**src/rtl/dbg_xfer_pkg.sv**
```systemverilog
package dbg_xfer_pkg;
    localparam int DEF_DW = 32;

    typedef enum logic [1:0] {
        ITR_IDLE  = 2'd0,
        ITR_ISSUE = 2'd1,
        ITR_EXEC  = 2'd2
    } itr_state_t;
endpackage

```
**src/rtl/dbg_mbox.sv**
```systemverilog
module dbg_mbox #(
    parameter int DW = 32
) (
    input  logic          clk,
    input  logic          rst_n,
    input  logic          put,
    input  logic [DW-1:0] put_data,
    input  logic          take,
    output logic          full,
    output logic [DW-1:0] q
);
    // A put into a full mailbox is dropped; take only acts when full.
    always_ff @(posedge clk or negedge rst_n) begin
        if (!rst_n) begin
            full <= 1'b0;
            q    <= '0;
        end else if (put && !full) begin
            full <= 1'b1;
            q    <= put_data;
        end else if (take && full) begin
            full <= 1'b0;
        end
    end
endmodule

```
**src/rtl/dbg_itr_chain.sv**
```systemverilog
module dbg_itr_chain
    import dbg_xfer_pkg::*;
#(
    parameter int DW = 32
) (
    input  logic          clk,
    input  logic          rst_n,
    input  logic          sel,
    input  logic          reissue_sel,
    input  logic          tdi,
    input  logic          capture_en,
    input  logic          shift_en,
    input  logic          update_en,
    input  logic          idle_enter,
    output logic          tdo_bit,
    output logic          op_valid,
    output logic [DW-1:0] op_data,
    input  logic          op_accept,
    input  logic          op_done
);
    localparam int LEN = DW + 1;

    itr_state_t     st, st_nx;
    logic [LEN-1:0] sr;
    logic [DW-1:0]  opc;
    logic           armed;
    logic           inst_done;
    logic           issue_req;

    assign issue_req = idle_enter && ((sel && armed) || reissue_sel);

    // next-state logic: START, ACCEPT, COMPLETE
    always_comb begin
        st_nx = st;
        unique case (st)
            ITR_IDLE:  if (issue_req) st_nx = ITR_ISSUE;
            ITR_ISSUE: if (op_accept) st_nx = ITR_EXEC;
            ITR_EXEC:  if (op_done)   st_nx = ITR_IDLE;
            default:   st_nx = ITR_IDLE;
        endcase
    end

    always_ff @(posedge clk or negedge rst_n) begin
        if (!rst_n) st <= ITR_IDLE;
        else        st <= st_nx;
    end

    always_comb begin
        op_valid  = 1'b0;
        inst_done = 1'b0;
        unique case (st)
            ITR_IDLE:  inst_done = 1'b1;
            ITR_ISSUE: op_valid  = 1'b1;
            default:   ;
        endcase
    end

    always_ff @(posedge clk or negedge rst_n) begin
        if (!rst_n) begin
            sr    <= '0;
            opc   <= '0;
            armed <= 1'b0;
        end else begin
            if (sel && capture_en)
                sr <= {inst_done, {DW{1'b0}}};
            else if (sel && shift_en)
                sr <= {tdi, sr[LEN-1:1]};
            if (issue_req && st == ITR_IDLE)
                armed <= 1'b0;
            if (sel && update_en && st == ITR_IDLE) begin
                opc   <= sr[DW-1:0];
                armed <= 1'b1;
            end
        end
    end

    assign tdo_bit = sr[0];
    assign op_data = opc;
endmodule

```
**src/rtl/dbg_dtr_chain.sv**
```systemverilog
module dbg_dtr_chain #(
    parameter int DW = 32
) (
    input  logic          clk,
    input  logic          rst_n,
    input  logic          sel,
    input  logic          dir_ext,
    input  logic          tdi,
    input  logic          capture_en,
    input  logic          shift_en,
    input  logic          update_en,
    output logic          tdo_bit,
    output logic [DW-1:0] wdtr_data,
    output logic          wdtr_full,
    input  logic          wdtr_rd,
    input  logic          rdtr_wr,
    input  logic [DW-1:0] rdtr_wdata,
    output logic          rdtr_full
);
    localparam int LEN = DW + 2;

    logic [LEN-1:0] sr;
    logic           cap_rdy;
    logic [DW-1:0]  in_q;
    logic           out_put;
    logic           in_take;

    assign out_put = sel && dir_ext && update_en && cap_rdy;
    assign in_take = sel && !dir_ext && capture_en;

    dbg_mbox #(.DW(DW)) u_out (
        .clk(clk), .rst_n(rst_n), .put(out_put), .put_data(sr[DW-1:0]),
        .take(wdtr_rd), .full(wdtr_full), .q(wdtr_data)
    );

    dbg_mbox #(.DW(DW)) u_in (
        .clk(clk), .rst_n(rst_n), .put(rdtr_wr), .put_data(rdtr_wdata),
        .take(in_take), .full(rdtr_full), .q(in_q)
    );

    always_ff @(posedge clk or negedge rst_n) begin
        if (!rst_n) begin
            sr      <= '0;
            cap_rdy <= 1'b0;
        end else if (sel && capture_en) begin
            if (dir_ext) begin
                sr      <= {1'b0, !wdtr_full, {DW{1'b0}}};
                cap_rdy <= !wdtr_full;
            end else begin
                sr      <= {1'b0, rdtr_full, rdtr_full ? in_q : {DW{1'b0}}};
                cap_rdy <= 1'b0;
            end
        end else if (sel && shift_en) begin
            sr <= {tdi, sr[LEN-1:1]};
        end
    end

    assign tdo_bit = sr[0];
endmodule

```
**src/rtl/dbg_xfer_chains.sv**
```systemverilog
module dbg_xfer_chains
    import dbg_xfer_pkg::*;
#(
    parameter int DW = DEF_DW
) (
    input  logic          clk,
    input  logic          rst_n,
    input  logic          tdi,
    input  logic          capture_en,
    input  logic          shift_en,
    input  logic          update_en,
    input  logic          idle_enter,
    input  logic          sel_itr,
    input  logic          sel_dtr,
    input  logic          dir_ext,
    output logic          tdo,
    output logic          op_valid,
    output logic [DW-1:0] op_data,
    input  logic          op_accept,
    input  logic          op_done,
    output logic [DW-1:0] wdtr_data,
    output logic          wdtr_full,
    input  logic          wdtr_rd,
    input  logic          rdtr_wr,
    input  logic [DW-1:0] rdtr_wdata,
    output logic          rdtr_full
);
    logic itr_tdo;
    logic dtr_tdo;

    dbg_itr_chain #(.DW(DW)) u_itr (
        .clk(clk), .rst_n(rst_n), .sel(sel_itr), .reissue_sel(sel_dtr),
        .tdi(tdi), .capture_en(capture_en), .shift_en(shift_en),
        .update_en(update_en), .idle_enter(idle_enter), .tdo_bit(itr_tdo),
        .op_valid(op_valid), .op_data(op_data), .op_accept(op_accept),
        .op_done(op_done)
    );

    dbg_dtr_chain #(.DW(DW)) u_dtr (
        .clk(clk), .rst_n(rst_n), .sel(sel_dtr), .dir_ext(dir_ext),
        .tdi(tdi), .capture_en(capture_en), .shift_en(shift_en),
        .update_en(update_en), .tdo_bit(dtr_tdo), .wdtr_data(wdtr_data),
        .wdtr_full(wdtr_full), .wdtr_rd(wdtr_rd), .rdtr_wr(rdtr_wr),
        .rdtr_wdata(rdtr_wdata), .rdtr_full(rdtr_full)
    );

    assign tdo = sel_itr ? itr_tdo : (sel_dtr ? dtr_tdo : 1'b0);
endmodule

```
**config.mk**
```make
export PLATFORM = sky130hd
export DESIGN_NAME = dbg_xfer_chains
export DESIGN_NICKNAME = d
export VERILOG_FILES = /design/src/rtl/dbg_xfer_pkg.sv /design/src/rtl/dbg_mbox.sv /design/src/rtl/dbg_itr_chain.sv /design/src/rtl/dbg_dtr_chain.sv /design/src/rtl/dbg_xfer_chains.sv
export SDC_FILE = /design/constraint.sdc
export NUM_CORES = 1
export LEC_CHECK = 0
export BUFFER_PORTS_ARGS = -buffer_cell sky130_fd_sc_hd__buf_2
export CORE_ASPECT_RATIO = 0.7
export CORE_MARGIN = 1.5
export CORE_UTILIZATION = 61
export CTS_CLUSTER_DIAMETER = 100
export DETAILED_ROUTE_END_ITERATION = 7
export PLACE_DENSITY = 0.85
export SKIP_CTS_REPAIR_TIMING = 1
export SYNTH_ARGS = -nofsm -noshare
export SYNTH_HDL_FRONTEND = slang
export SYNTH_HIERARCHICAL = 1
export SYNTH_SLANG_ARGS = --single-unit
```
**constraint.sdc**
```tcl
create_clock -name clk -period 3.6 [get_ports clk]
set_input_delay 0 -clock clk [delete_from_list [all_inputs] [get_ports clk]]
set_output_delay 0 -clock clk [all_outputs]
set_load 0.005 [all_outputs]
```
==> impl_metrics.tcl, run 1 <==
set metrics [dict create \
    tightest_slew_ns 1.32 \
    post_drt_wl_per_cell_um 19.6 \
    hold_viol_final 0 \
    boundaryPins 114 \
    vias_per_cell 5.76 \
    finClkSkew_ns 0.0164 \
    crit_chain "and4_1 -> nor2b_4 -> buf_4 -> mux2_4" \
    layout_setup_ws_ns 1.42 \
    num_antenna_cells 0 \
    critical-path-slowest-cell "nor2b_4" \
    cts_tree "built" \
    grt_pass1_vias 4502 \
    powerDensity_nw_per_um2 607 \
    syn-instance-count 531 \
    post-place-ws_ns 1.49 \
    area_growth_pct 19.9 \
    worstPathMaxFanout 24 \
    synthDistinctLibCells 32 \
    p_clk_share_pct 31.6 \
    synthesis.area_um2 7330 \
    avgSynthCellArea_um2 13.8 \
    pwr-share-seq_pct 48.1 \
    p_int_mw 3.83 \
    timing.fmax_mhz 458 \
    slowest_delay_ns 0.82 \
    grt_usage_pct 25.4 \
    status "complete, no violations" \
    power.share.combinational_pct 20.3 \
    grt_first_pass_wirelength_um 24600 \
    crit_path_start_kind "flop" \
    fin_cells 843 \
    cp-startpoint "u_dtr/cap_rdy" \
    die_w_um 134 \
    r2r_start "u_dtr/cap_rdy" \
    antenna_found_initial 0 \
    ys.flop_type "dfrtp_1" \
    fp-row-count 33 \
    dpl.cell_count 770 \
    maxCapViolations 0 \
    slew_violations 0 \
    swShare_pct 28.2 \
    synth-seq-cells 169 \
    r2r_setup_slack_ns 1.42 \
    finish.utilization_pct 75.0 \
    nNetsFinal 719 \
    grt_setup_unrepaired "no" \
    cp-endpoint "u_dtr/u_out/q[3]" \
    root_buffer "clkbuf_16" \
    period_share_pct 60.7 \
    clk_pin_slew_ns 0.06 \
    finalSetupViolations 0 \
    synth_warnings 6 \
    switching_power_mw 1.50 \
    worstSetupEndpointType "flop" \
    slew_headroom_pct 12.3 \
    synth_edf_count 0 \
    grt.overflow.total 0 \
    p_leak_nw 4.45 \
    drt-initial-drc-count 408 \
    fin_total_pwr_mw 5.33 \
    insertion_delay_ns 0.42 \
    grt_start_max_net_pins 111 \
    async_reset_ff_share_pct 100 \
    drive_gt1_share_pct 41.1 \
    critical_path_arrival_ns 2.48 \
    criticalPathCategory "flop to flop" \
    reg2reg_depth 4 \
    start_util_pct 62.5 \
    period_minus_slack_ns 2.18 \
    cts_buffers 17 \
    setup-tns-final_ns 0 \
    die_h_um 94.7 \
    coreArea_um2 11700 \
    yosysSeqAreaShare_pct 57.7 \
    cts.sinks 169 \
    drc 0 \
    clockBufferDepth 2 \
    required_ns 3.90 \
    ant_nets 0 \
    cts_htree_levels 4 \
    first_pass_iters 5 \
    gp_congestion 0.780 \
    routed_wl_um 16600 \
    vias 4855 \
    holdCritPathClass "primary input to flop" \
    syn_nets 577 \
    dieArea_um2 12700 \
    portBuffers 113 \
    timing.rr.end "u_dtr/u_out/q[3]" \
    max-vdd-ir-drop_v 0.000397 \
    dpl.hpwl_um 9710 \
]
==> flip-flops by register name, indices dropped and copies added, names as in the netlist <==
name	cells
u_dtr/sr	34
u_itr/sr	33
u_dtr/u_in/q	32
u_dtr/u_out/q	32
u_itr/op_data	32
u_itr/st	2
u_dtr/cap_rdy	1
u_dtr/u_in/full	1
u_dtr/u_out/full	1
u_itr/armed	1
==> metrics by stage <==
| stage | cell area (um^2) | hold WS (ns) |
|---|---|---|
| 2_1_floorplan | 7330 | -0.296 |
| 3_3_place_gp | 7840 | 0.181 |
| 3_5_place_dp | 7840 | 0.196 |
| 4_1_cts | 8380 | -0.250 |
| 5_1_grt | 8790 | 0.0322 |
| 6_report | 8790 | 0.0303 |
==> layout by cell type, fill, tap and decap left out, types with 2 or more instances in the layout <==
cell           netlist  layout
dfrtp_1            169     169
a22oi_1             32      32
mux2_4              89      89
nand3_1             29      29
a22o_1               5       5
o21ai_0              2       2
clkinv_4             0       3
and3b_1              2       2
clkbuf_16            0      17
buf_2               17     112
inv_6                0       4
clkinv_2             0       6
mux2_2               7       7
nand2_1             68      68
buf_4                0       9
a21bo_2             28      28
inv_1                2       2
o21a_1               2       2
a21oi_1             31      31
nor2b_4              0       2
nor2_1               5       5
dlygate4sd3_1        0      41
and4b_1              2       2
nor2b_1              5       3
==> power groups by stage <==
stage / registers [mW] / clock network, mW / logic (mW)
floorplan: 2.51 / 0 / 0.682
global placement: 2.55 / 0 / 0.974
detailed placement: 2.57 / 0 / 1.01
CTS: 2.55 / 1.69 / 1.03
global route: 2.61 / 1.79 / 1.17
finish: 2.57 / 1.68 / 1.08
==> Yosys cell counts, types with 6 or more instances <==
master,n,area [um^2]
mux2_2,7,78.8
nand2_1,68,255
buf_6,10,113
nand3_1,29,145
a22oi_1,32,240
dfrtp_1,169,4230
buf_12,6,120
a21oi_1,31,155
buf_2,17,85.1
clkbuf_1,7,26.3
mux2_4,89,1340
a21bo_2,28,280
==> critical path, delay by kind of cell (launching register included) <==
kind / cells / cell delay [ns]
flops: 1 / 0.34
buf+inv: 1 / 0.36
mux: 1 / 0.32
simple gates: 2 / 1.04
==> kinds of logic (layout without fill, tap and decap cells) <==
family	Yosys count	count (layout)	synth area share [%]
flops	169	169	57.7
compound gates	108	108	11.0
mux	97	97	19.5
buf+inv	42	197	4.80
simple gates	115	115	7.10
==> per-layer routing <==
| metal | share of wire [%] | track usage (%) |
|---|---|---|
| met2 | 49 | 38.7 |
| met1 | 44 | 36.4 |
| met5 | 0 | 0 |
| met3 | 5.2 | 6.07 |
| met4 | 1.8 | 8.24 |
==> how the worst min path moves through the flow <==
stage | startpoint | to | slack, ns | depth (start not counted)
final | tdi | u_itr/sr[32] | 0.03 | 3
after global routing | tdi | u_itr/sr[32] | 0.03 | 3
after CTS | rst_n | u_dtr/sr[10] | -0.25 | 1
after detailed placement | rst_n | u_itr/op_data[18] | 0.20 | 1
after global placement | rst_n | u_itr/op_data[18] | 0.18 | 1
after floorplan | rst_n | u_dtr/cap_rdy | -0.30 | 0
==> cell type report <==
cell class	count	area [um^2]
Sequential cell	169	4230
Fill cell	746	2940
Clock inverter	14	98.8
Inverter	2	7.51
Multi-Input combinational cell	320	2770
Tap cell	157	196
Clock buffer	18	439
Timing Repair Buffer	163	1050
No activity file was read; power rests on OpenSTA's default activity.
==> run 2: changes to the inputs <==
--- a/config.mk
+++ b/config.mk
@@ -8,10 +8,10 @@
 export BUFFER_PORTS_ARGS = -buffer_cell sky130_fd_sc_hd__buf_2
 export CORE_ASPECT_RATIO = 0.7
 export CORE_MARGIN = 1.5
-export CORE_UTILIZATION = 61
+export CORE_UTILIZATION = 57
 export CTS_CLUSTER_DIAMETER = 100
 export DETAILED_ROUTE_END_ITERATION = 7
-export PLACE_DENSITY = 0.85
+export PLACE_DENSITY = 0.8
 export SKIP_CTS_REPAIR_TIMING = 1
 export SYNTH_ARGS = -nofsm -noshare
 export SYNTH_HDL_FRONTEND = slang
==> constraint.sdc (replaced) <==
create_clock -name clk -period 2.05 [get_ports clk]
set_input_delay 0 -clock clk [delete_from_list [all_inputs] [get_ports clk]]
set_output_delay 0 -clock clk [all_outputs]
set_load 0.005 [all_outputs]
==> impl_metrics.tcl, run 2 (synthesis results as in run 1) <==
set metrics [dict create \
    finish.utilization_pct 71.6 \
    fp-row-count 34 \
    place_area_um2 7940 \
    fin_cells 853 \
    slew_headroom_pct 16.0 \
    max-vdd-ir-drop_v 0.000863 \
    finClkSkew_ns 0.00683 \
    portBuffers 113 \
    period_minus_slack_ns 1.83 \
    antenna_found_initial 0 \
    tightest_slew_ns 1.26 \
    maxCapViolations 0 \
    post-place-ws_ns 0.368 \
    start_util_pct 58.8 \
    period_share_pct 89.4 \
    reg2reg_depth 3 \
    crit_path_start_kind "primary input" \
    fillers 813 \
    largest_register "u_dtr/sr" \
    critical_path_arrival_ns 2.19 \
    finalSetupViolations 0 \
    status "complete, but fails checks" \
    r2r_start "u_itr/st[0]" \
    root_buffer "clkbuf_16" \
    grt_pass1_vias 4565 \
    first_pass_iters 5 \
    dpl.cell_count 780 \
    worstSetupEndpointType "flop" \
    timing.rr.end "u_itr/op_data[31]" \
    cp-startpoint "capture_en" \
    clockBufferDepth 2 \
    critical-path-slowest-cell "and3b_1" \
    post_drt_wl_per_cell_um 17.8 \
    dieArea_um2 13600 \
    drc 0 \
    num_antenna_cells 0 \
    r2r_setup_slack_ns 0.44 \
    criticalPathCategory "primary input to flop" \
    die_w_um 139 \
    setup-tns-final_ns 0 \
    holdCritPathClass "primary input to flop" \
    reg_top3 "u_dtr/sr: 34 flops, u_itr/sr: 33 flops" \
    worstPathMaxFanout 32 \
    largest_reg_flops 34 \
    hp-start "tdi" \
    layout_setup_ws_ns 0.217 \
    cts_htree_levels 4 \
    p_leak_nw 4.50 \
    cpLargestDelayFamily "simple AND/OR/NAND/NOR gates" \
    timing.fmax_mhz 546 \
    area_growth_pct 21.8 \
    vias_per_cell 5.60 \
    vias 4774 \
    ant_nets 0 \
    violations "hold timing" \
    final_cell_mix "dfrtp_1 (169), buf_2 (112), mux2_4 (89)" \
    drt-initial-drc-count 439 \
    crit_chain "dlygate4sd3_1 -> buf_2 -> and3b_1 -> a22oi_1 -> nand2_1" \
    hold_viol_final 1 \
    layout_commonest_cell "dfrtp_1" \
    routed_wl_um 15200 \
    fin_hold_ws_ns -0.000558 \
    coreArea_um2 12500 \
    required_ns 2.41 \
    die_h_um 97.9 \
    nNetsFinal 724 \
    insertion_delay_ns 0.42 \
    grt_start_max_net_pins 67 \
    hold_depth 3 \
    critPathBufInv 2 \
    boundaryPins 114 \
    cts_buffers 17 \
    grt_setup_unrepaired "no" \
    grt.overflow.total 0 \
    cts_tree "built" \
    fin_total_pwr_mw 9.52 \
    slew_violations 0 \
    grt_first_pass_wirelength_um 24100 \
    powerDensity_nw_per_um2 1070 \
    final_area_um2 8930 \
    slowest_delay_ns 1.07 \
    whs_endpoint "u_itr/sr[32]" \
    clk_pin_slew_ns 0.07 \
    cts.sinks 169 \
    dpl.hpwl_um 9750 \
    drive_gt1_share_pct 41.5 \
    grt_usage_pct 22.5 \
    gp_congestion 0.789 \
]
run 2: routing by layer:
metal / vias up / track usage, % / part of all wire [%]
met1: 2431 / 33.0 / 48
met2: 144 / 32.9 / 46
met5: - / 0 / 0
met4: 0 / 8.91 / 1.8
met3: 23 / 5.05 / 4.5
li1: 2176 / - / -
run 2: where the power goes:
| part | internal, mW | switching, mW | leakage, nW |
|---|---|---|---|
| sequential | 4.00 | 0.495 | 2.23 |
| combinational | 1.16 | 0.724 | 1.99 |
| clock | 1.72 | 1.42 | 0.279 |
| total | 6.88 | 2.64 | 4.50 |
run 2: worst max-delay path by stage:
stage          depth (start not counted)           endpoint
2_1_floorplan                          4  u_itr/op_data[10]
3_3_place_gp                           3  u_itr/op_data[31]
3_5_place_dp                           4       u_dtr/sr[21]
4_1_cts                                3  u_itr/op_data[31]
5_1_grt                                5       u_dtr/sr[16]
6_report                               5       u_dtr/sr[21]
run 2: area by class of cell:
class / instances / area [um^2] / area share [%]
timing repair buffer: 168 / 1140 / 12.7
clock buffer: 17 / 425 / 4.77
clock inverter: 15 / 155 / 1.74
sequential: 169 / 4230 / 47.4
inverter: 2 / 7.51 / 0.0841
multi-input combinational: 320 / 2770 / 31.0
tap: 162 / 203 / 2.27
run 2: worst register-to-register path: cells and delay by family (launching register included):
| kind | cells | cell delay (ns) |
|---|---|---|
| buffers and inverters | 1 | 0.25 |
| AND/OR/NAND/NOR | 1 | 0.47 |
| multiplexers | 1 | 0.36 |
| flip-flops | 1 | 0.42 |
